==> config.mk <==
export PLATFORM = sky130hd
export DESIGN_NAME = tmr_cc_pair
export DESIGN_NICKNAME = d
export VERILOG_FILES = /design/src/rtl/tmr_cc_pkg.sv /design/src/rtl/tmr_cc_filter.sv /design/src/rtl/tmr_cc_slot.sv /design/src/rtl/tmr_cc_pair.sv
export SDC_FILE = /design/constraint.sdc
export NUM_CORES = 1
export LEC_CHECK = 0
export ABC_AREA = 1
export CAP_MARGIN = 5
export CORE_MARGIN = 4
export CORE_UTILIZATION = 50
export CTS_CLUSTER_SIZE = 16
export DETAILED_ROUTE_END_ITERATION = 10
export PLACE_DENSITY = 0.81
export SYNTH_ARGS = -nofsm -noshare
export SYNTH_HDL_FRONTEND = slang
export SYNTH_SLANG_ARGS = --single-unit
export TNS_END_PERCENT = 30
==> constraint.sdc <==
create_clock -name clk -period 2.12 [get_ports clk]
set_input_delay 0.212 -clock clk [delete_from_list [all_inputs] [get_ports clk]]
set_output_delay 0.212 -clock clk [all_outputs]
set_load 0.02 [all_outputs]
==> src/rtl/tmr_cc_pkg.sv <==
package tmr_cc_pkg;

    localparam int unsigned CNT_W  = 16;
    localparam int unsigned ADDR_W = 2;
    localparam int unsigned N_SLOT = 2;
    localparam int unsigned N_PIN  = 2;

    typedef enum logic [1:0] {
        EDGE_OFF  = 2'd0,
        EDGE_RISE = 2'd1,
        EDGE_FALL = 2'd2,
        EDGE_ANY  = 2'd3
    } edge_sel_e;

    typedef enum logic [ADDR_W-1:0] {
        A_CTRL  = 2'd0,
        A_SLOT0 = 2'd1,
        A_SLOT1 = 2'd2,
        A_COUNT = 2'd3
    } reg_addr_e;

    // mode word: bit order is decoded by software
    typedef struct packed {
        logic slot1_cap;
        logic slot0_inv_a;
        logic slot0_cap;
    } ctrl_t;

    localparam int unsigned CTRL_W = $bits(ctrl_t);

    typedef struct packed {
        logic rise;
        logic fall;
    } edges_t;

    function automatic logic pick_edge(edge_sel_e sel, edges_t e);
        case (sel)
            EDGE_RISE: return e.rise;
            EDGE_FALL: return e.fall;
            EDGE_ANY:  return e.rise | e.fall;
            default:   return 1'b0;
        endcase
    endfunction

    function automatic logic pick_opposite(edge_sel_e sel, edges_t e);
        case (sel)
            EDGE_RISE: return e.fall;
            EDGE_FALL: return e.rise;
            default:   return 1'b0;
        endcase
    endfunction

endpackage

==> src/rtl/tmr_cc_filter.sv <==
module tmr_cc_filter (
    input  logic                clk,
    input  logic                rst,
    input  logic                sample,
    input  logic                pin,
    output tmr_cc_pkg::edges_t  edges
);
    logic smp_q;
    logic lvl_q;
    logic lvl_d_q;

    always_ff @(posedge clk) begin
        if (rst) begin
            smp_q   <= 1'b0;
            lvl_q   <= 1'b0;
            lvl_d_q <= 1'b0;
        end else begin
            lvl_d_q <= lvl_q;
            if (sample) begin
                smp_q <= pin;
                if (pin == smp_q) begin
                    lvl_q <= pin;
                end
            end
        end
    end

    assign edges.rise = lvl_q & ~lvl_d_q;
    assign edges.fall = ~lvl_q & lvl_d_q;

endmodule

==> src/rtl/tmr_cc_slot.sv <==
module tmr_cc_slot #(
    parameter int unsigned W = tmr_cc_pkg::CNT_W
) (
    input  logic         clk,
    input  logic         rst,
    input  logic         tick,
    input  logic [W-1:0] cnt,
    input  logic [W-1:0] cnt_inc,
    input  logic         cap_mode,
    input  logic         cap_trig,
    input  logic         wr,
    input  logic [W-1:0] wdata,
    input  logic         clr_flag,
    output logic [W-1:0] val,
    output logic         flag,
    output logic         match
);
    logic take;

    assign take = cap_mode & cap_trig;

    always_ff @(posedge clk) begin
        if (rst) begin
            val   <= '0;
            flag  <= 1'b0;
            match <= 1'b0;
        end else begin
            match <= !cap_mode && tick && (cnt_inc == val);
            if (take) begin
                val <= cnt;
            end else if (wr) begin
                val <= wdata;
            end
            if (take) begin
                flag <= 1'b1;
            end else if (clr_flag) begin
                flag <= 1'b0;
            end
        end
    end

endmodule

==> src/rtl/tmr_cc_pair.sv <==
module tmr_cc_pair #(
    parameter int unsigned CNT_W  = tmr_cc_pkg::CNT_W,
    parameter int unsigned ADDR_W = tmr_cc_pkg::ADDR_W
) (
    input  logic              clk,
    input  logic              rst,
    input  logic              cnt_en_i,
    input  logic              run_i,
    input  logic              restart_mode_i,
    input  logic              trig_a_i,
    input  logic              trig_b_i,
    input  logic [1:0]        edge_a_i,
    input  logic [1:0]        edge_b_i,
    input  logic              wr_en_i,
    input  logic              rd_en_i,
    input  logic [ADDR_W-1:0] addr_i,
    input  logic [CNT_W-1:0]  wdata_i,
    output logic [CNT_W-1:0]  rdata_o,
    output logic [1:0]        match_o,
    output logic [1:0]        cap_flag_o
);
    import tmr_cc_pkg::*;

    localparam int unsigned NS = N_SLOT;
    localparam int unsigned NP = N_PIN;

    logic             tick;
    logic [CNT_W-1:0] cnt_q;
    logic [CNT_W-1:0] cnt_inc;
    ctrl_t            ctrl_q;
    logic [CNT_W-1:0] rdata_q;

    assign tick    = run_i & cnt_en_i;
    assign cnt_inc = cnt_q + CNT_W'(1);

    // counter
    always_ff @(posedge clk) begin
        if (rst) begin
            cnt_q <= '0;
        end else if (tick) begin
            cnt_q <= cnt_inc;
        end
    end

    // mode word, locked while running
    always_ff @(posedge clk) begin
        if (rst) begin
            ctrl_q <= '0;
        end else if (wr_en_i && !run_i && addr_i == ADDR_W'(A_CTRL)) begin
            ctrl_q <= ctrl_t'(wdata_i[CTRL_W-1:0]);
        end
    end

    // trigger filters: index 0 = pin A, 1 = pin B
    logic [NP-1:0] pin_vec;
    edges_t        pin_edges [NP];

    assign pin_vec = {trig_b_i, trig_a_i};

    for (genvar p = 0; p < NP; p++) begin : g_pin
        tmr_cc_filter i_filter (
            .clk    (clk),
            .rst    (rst),
            .sample (cnt_en_i),
            .pin    (pin_vec[p]),
            .edges  (pin_edges[p])
        );
    end

    // trigger routing
    edge_sel_e     sel_a;
    edge_sel_e     sel_b;
    logic [NS-1:0] cap_mode;
    logic [NS-1:0] cap_trig;

    assign sel_a = edge_sel_e'(edge_a_i);
    assign sel_b = edge_sel_e'(edge_b_i);

    assign cap_mode[0] = ctrl_q.slot0_cap & ~restart_mode_i;
    assign cap_mode[1] = ctrl_q.slot1_cap;

    assign cap_trig[0] = ctrl_q.slot0_inv_a ? pick_opposite(sel_a, pin_edges[0])
                                            : pick_edge(sel_b, pin_edges[1]);
    assign cap_trig[1] = pick_edge(sel_a, pin_edges[0]);

    // register slots at addresses 1 and 2
    logic [CNT_W-1:0] slot_val [NS];

    for (genvar g = 0; g < NS; g++) begin : g_slot
        logic sel_here;
        assign sel_here = (addr_i == ADDR_W'(g + 1));

        tmr_cc_slot #(.W(CNT_W)) i_slot (
            .clk      (clk),
            .rst      (rst),
            .tick     (tick),
            .cnt      (cnt_q),
            .cnt_inc  (cnt_inc),
            .cap_mode (cap_mode[g]),
            .cap_trig (cap_trig[g]),
            .wr       (wr_en_i & sel_here),
            .wdata    (wdata_i),
            .clr_flag (rd_en_i & sel_here),
            .val      (slot_val[g]),
            .flag     (cap_flag_o[g]),
            .match    (match_o[g])
        );
    end

    // registered read port
    always_ff @(posedge clk) begin
        if (rst) begin
            rdata_q <= '0;
        end else if (rd_en_i) begin
            case (reg_addr_e'(addr_i))
                A_CTRL:  rdata_q <= CNT_W'(ctrl_q);
                A_SLOT0: rdata_q <= slot_val[0];
                A_SLOT1: rdata_q <= slot_val[1];
                default: rdata_q <= cnt_q;
            endcase
        end
    end

    assign rdata_o = rdata_q;

endmodule

# Word-level counts from Yosys, hierarchy flattened
# Cells that the tools add are included.
# Widths: inputs -> output; s select.
[totals] regBits=77 input_bits=31 output_inout_bits=20 elab_cells=78
[op_classes] add_sub_neg=1 n_eq_ne=12 mux=13 n_bitwise=19 n_reduce_logical=16
[ops] operator="$mux 16" count=4
[ops] operator="$pmux 16 s3" count=1
[ops] operator="$eq 16x16->1" count=2
[ops] operator="$add 16x1->16 const B" count=1
[ops] operator="$and 1x1->1" count=12
[ops] operator="$eq 2x2->1 const B" count=5
[ops] operator="$reduce_bool 2->1" count=4
[ops] operator="$eq 2x1->1 const B" count=3
[ops] operator="$logic_and 1x1->1" count=6
[ops] operator="$pmux 1 s3" count=2
[ops] operator="$mux 1" count=5
[ops] operator="$not 1->1" count=5
[ops] operator="$reduce_and 2->1" count=2
[ops] operator="$logic_not 1->1" count=3
[ops] operator="$eq 1x1->1" count=2
[ops] operator="$logic_not 2->1" count=1
[ops] operator="$or 1x1->1" count=2
[ops] operator="$pmux 1 s2" count=1

# Logic depth before layout (Yosys ltp)
[depth] depth_word=7 depth_mapped=13 mapped_depth_nobuf=13

# Cells and area by module
# From an unflattened synthesis, not the netlist that was laid out.
[hier_totals] cells_unflattened=644 hier_area_um2=4332.9
[modules_own_cells] mod="tmr_cc_pair" instances=1 cells_per_inst=322 area_each_um2=2080.7 seq_area_each_um2=700.7
[modules_own_cells] mod="tmr_cc_slot" instances=2 cells_per_inst=145 area_each_um2=999.7 seq_area_each_um2=360.3
[modules_own_cells] mod="tmr_cc_filter" instances=2 cells_per_inst=16 area_each_um2=126.4 seq_area_each_um2=60.1

# Least setup slack after synthesis
# OpenSTA, ideal clock, no wires.
[synth_path] path_type="flip-flop to flip-flop" from="reg cnt_q[1]" to="reg g_slot[1].i_slot.match" setup_ns=0.064 arrival_time_ns=1.620 required_ns=2.056 path_slack_ns=0.436 path_stages_with_launch=10 n_path_buf=0 synth_period_minus_slack_ns=1.684 path_cell_list="dfxtp_1 -> ha_1 -> nand2_2 -> nor2_4 -> nand2_1 -> nor2_2 -> xor3_1 -> nor2_1 -> nand2_1 -> nor2_1"
[synth_via] elab_chain_cells=3
[synth_lines] element="start: declaration" line="tmr_cc_pair.sv:28" text="logic [CNT_W-1:0] cnt_q;"
[synth_lines] element="start signal: assignment" line="tmr_cc_pair.sv:41" text="cnt_q <= cnt_inc;"
[synth_lines] element="$add 16x1->16" line="tmr_cc_pair.sv:34" text="assign cnt_inc = cnt_q + CNT_W'(1);"
[synth_lines] element="$eq 16x16->1" line="tmr_cc_slot.sv:28" text="match <= !cap_mode && tick && (cnt_inc == val);"
[synth_lines] element="$logic_and 1x1->1" line="tmr_cc_slot.sv:28"
[synth_lines] element="end signal: assignment" line="tmr_cc_slot.sv:28"
[synth_lines] element="end: declaration" line="tmr_cc_slot.sv:16" text="output logic match"
# No other way between the ends.
# A chain may end at the register's enable or synchronous reset.

# Final worst setup path
# Ends and elaborated chain as after synthesis.

==> qor.txt <==
Hold path start = wdata_i[15]
CP Data Required Time = 2.42 ns
Register-to-Register Setup Slack = 0.18 ns
Reg power frac = 45.1%
Worst setup SP type = register
Vias per Instance = 5.69
Fmax = 515 MHz
Synth area leaders = dfxtp_1 33%, nand2_1 17%, nor2_1 7.2%
Wl on met1 = 5.55 mm
DR WL met3 = 1.15 mm
Fin crit share = 91.6%
Tot Pwr = 0.00350 W
Count leader, synth = nand2_1
Status = complete, no violations
Synthesized area = 4640 um^2
Number of synthesized flops with an enable pin = 0
Leak = 2.38 nW
Met2 wire len = 6.27 mm
Clock root cell = clkbuf_8
ANT nets after route = 0
CP Capture Type = register
Largest area contributor in the netlist = dfxtp_1
DP Wirelength = 9.32 mm
CP Class = register to register
RSZ-0062 raised after global routing = false
Layout cells sized above 1 = 7.16%
Global Route Usage Sum = 25.1%
Input/output buffers = 50
Slew margin rel. = 58.1%
Main synth FF type = dfxtp_1
Routability cong. = 0.957
#FFs+latches synth = 77
Placement Rows = 34
Nets@finish = 804
TritonCTS clock tree = built
Worst r2r path cells = 9
Fin Setup TNS = 0 ns
Setup Viol. Count Final = 0
Average size of a mapped cell = 6.41 um^2
Clock insertion delay at the later pin of the skew report = 0.36 ns
Cell Pwr Density = 637 nW/um^2
Die area = 10,900 um^2
Async SR Flop Fraction = 0%
Maximum VDD drop = 0.330 mV
Netlist cell types = 39
Setup Skew = 0.00882 ns
Die W = 104 um
Worst-Margin Slew = 0.628 ns
Crit-path slowest cell = dfxtp_1
Vias in the first global route = 4,783
CP arrival = 2.24 ns
Sw frac = 26.6%
Max Root-Sink Buffers = 2
Hold Path Cell Cnt = 3
DRC errors left = 0
Worst hold path type = primary input to register
Clock power share = 39.6%
Critical Path, Cell by Cell = ha_1, nand2_2, nor2_4, nand2_1, nor2_2, xor3_1, nor2_1, nand2_1, nor2_1
Reg2reg start = cnt_q[1]
TritonCTS Sinks = 77
Number of max-cap violations = 0
Worst stage delay on the critical path = 0.34 ns
Switch Pwr = 0.000930 W
Initial Util = 52.2%
Top-area cell type share of the netlist area = 33.2%
Final Max Tran Viols = 0
H-tree depth = 3
Worst Hold Endpoint = g_slot[1].i_slot.val[15]
R2r endpoint = g_slot[1].i_slot.match
Core area = 8890 um^2
Synthesis Warnings = 0
Post-cts resize count = 0
Clock Pin Slew Worst Setup and Hold Paths = 0.08 ns
Critical path peak fanout = 6
Post-Syn Instances = 724
Initial antenna violation count = 0
First-pass GRT wire length = 22.5 mm
Logic pwr share = 15.3%
Post-synth top cells = 215 x nand2_1, 89 x nor2_1, 82 x inv_1, 77 x dfxtp_1, 60 x nand3_1
Antenna cell count = 0
Routed len/inst = 15.3 um
Drt first pass iters = 5
DR iter-0 viols = 530
TritonCTS Buffers = 9
Pin count of the biggest net entering global routing = 51
Synth Net Count = 764
Hold Violations, Final = 0
Register area share after synthesis = 33.2%
Post-CTS Setup Bufs = 0
Area growth from synthesis to layout = 18.4%
Min cycle time layout = 1.94 ns
Hold-fix buffers, CTS = 0
Ports = 51
Die Height = 104 um
Max layer used = met4
Global route overflow = 0
Drt total wl = 13.4 mm
Via count = 4,984
P_int = 0.00257 W
worst max-delay path: cells and delay by family, from the launching register on:
| kind | cells | cell delay (ns) |
|---|---|---|
| adders and majority gates | 1 | 0.27 |
| and+or+nand+nor | 7 | 1.02 |
| xor gates and xnor gates | 1 | 0.24 |
| DFF | 1 | 0.34 |
through the flow:
step	cell area (um^2)	utilization (%)	cells	hold slack, ns	worst slack, ns
global route	5500	61.8	876	0.477	0.0290
detailed placement	5250	59.0	861	0.455	0.112
finish	5500	61.8	876	0.457	0.177
global placement	5250	59.0	861	0.442	0.222
floorplan	4640	-	724	0.347	0.436
CTS	5500	61.8	876	0.449	0.187
kinds of logic (layout without fill, tap and decap cells):
kind of cell | after synthesis | in the layout | synth area share, %
and+or+nand+nor | 399 | 399 | 36.4
adders and majority gates | 9 | 9 | 2.43
DFF | 77 | 77 | 33.2
xor gates and xnor gates | 7 | 7 | 1.97
AOI/OAI and AO/OA | 106 | 106 | 14.8
buffers and inverters | 126 | 170 | 11.3
flip-flops by register name (all words and copies together), names as in the netlist:
signal	flops
cap_mode	1
cnt_q	16
ctrl_q	2
g_pin.i_filter.lvl_d_q	2
g_pin.i_filter.lvl_q	2
g_pin.i_filter.smp_q	2
g_slot.i_slot.flag	2
g_slot.i_slot.match	2
g_slot.i_slot.val	32
rdata_o	16
layer usage:
metal,global-route usage [%],vias up
met5,0,-
met4,11.2,0
met3,5.46,44
met2,41.1,232
met1,31.6,2279
li1,-,2429
how the worst max path moves through the flow:
stage                startpoint                  endpoint
floorplan              cnt_q[1]    g_slot[1].i_slot.match
global placement    edge_a_i[0]  g_slot[0].i_slot.val[13]
detailed placement  edge_a_i[0]  g_slot[0].i_slot.val[15]
CTS                    cnt_q[1]    g_slot[1].i_slot.match
global route           cnt_q[1]    g_slot[1].i_slot.match
finish                 cnt_q[1]    g_slot[1].i_slot.match
area by class of cell:
| cell class | count | area (um^2) |
|---|---|---|
| clock buffers | 11 | 151 |
| clock inverters | 4 | 95.1 |
| inverters | 85 | 319 |
| fillers | 790 | 3390 |
| well taps | 108 | 135 |
| multi-input cells | 521 | 2580 |
| flip-flops and latches | 77 | 1540 |
| repair buffers | 70 | 676 |
power by group through the flow:
stage | Clock, W | Sequential, W | Combinational (W)
floorplan | 0 | 0.00160 | 0.000325
global placement | 0 | 0.00161 | 0.000506
detailed placement | 0 | 0.00161 | 0.000522
CTS | 0.00141 | 0.00158 | 0.000526
global route | 0.00146 | 0.00159 | 0.000595
finish | 0.00139 | 0.00158 | 0.000534
placed cells by master, fill, tap and decap left out, drive strengths merged:
cell type,n
clkbuf,11
a311oi,16
o211ai,6
xnor2,1
a22o,1
ha,9
nand2,220
xor2,4
inv,84
nand3b,6
o22ai,1
a31oi,6
o221ai,5
nand4,10
and2,1
a221oi,1
nor2,98
o21bai,2
clkinv,2
buf,20
nor3,2
bufinv,3
xor3,2
a41oi,9
clkdlybuf4s50,50
o21ai,36
a22oi,1
nand3,62
dfxtp,77
a21oi,22
Power figures use the tool's default switching activity.
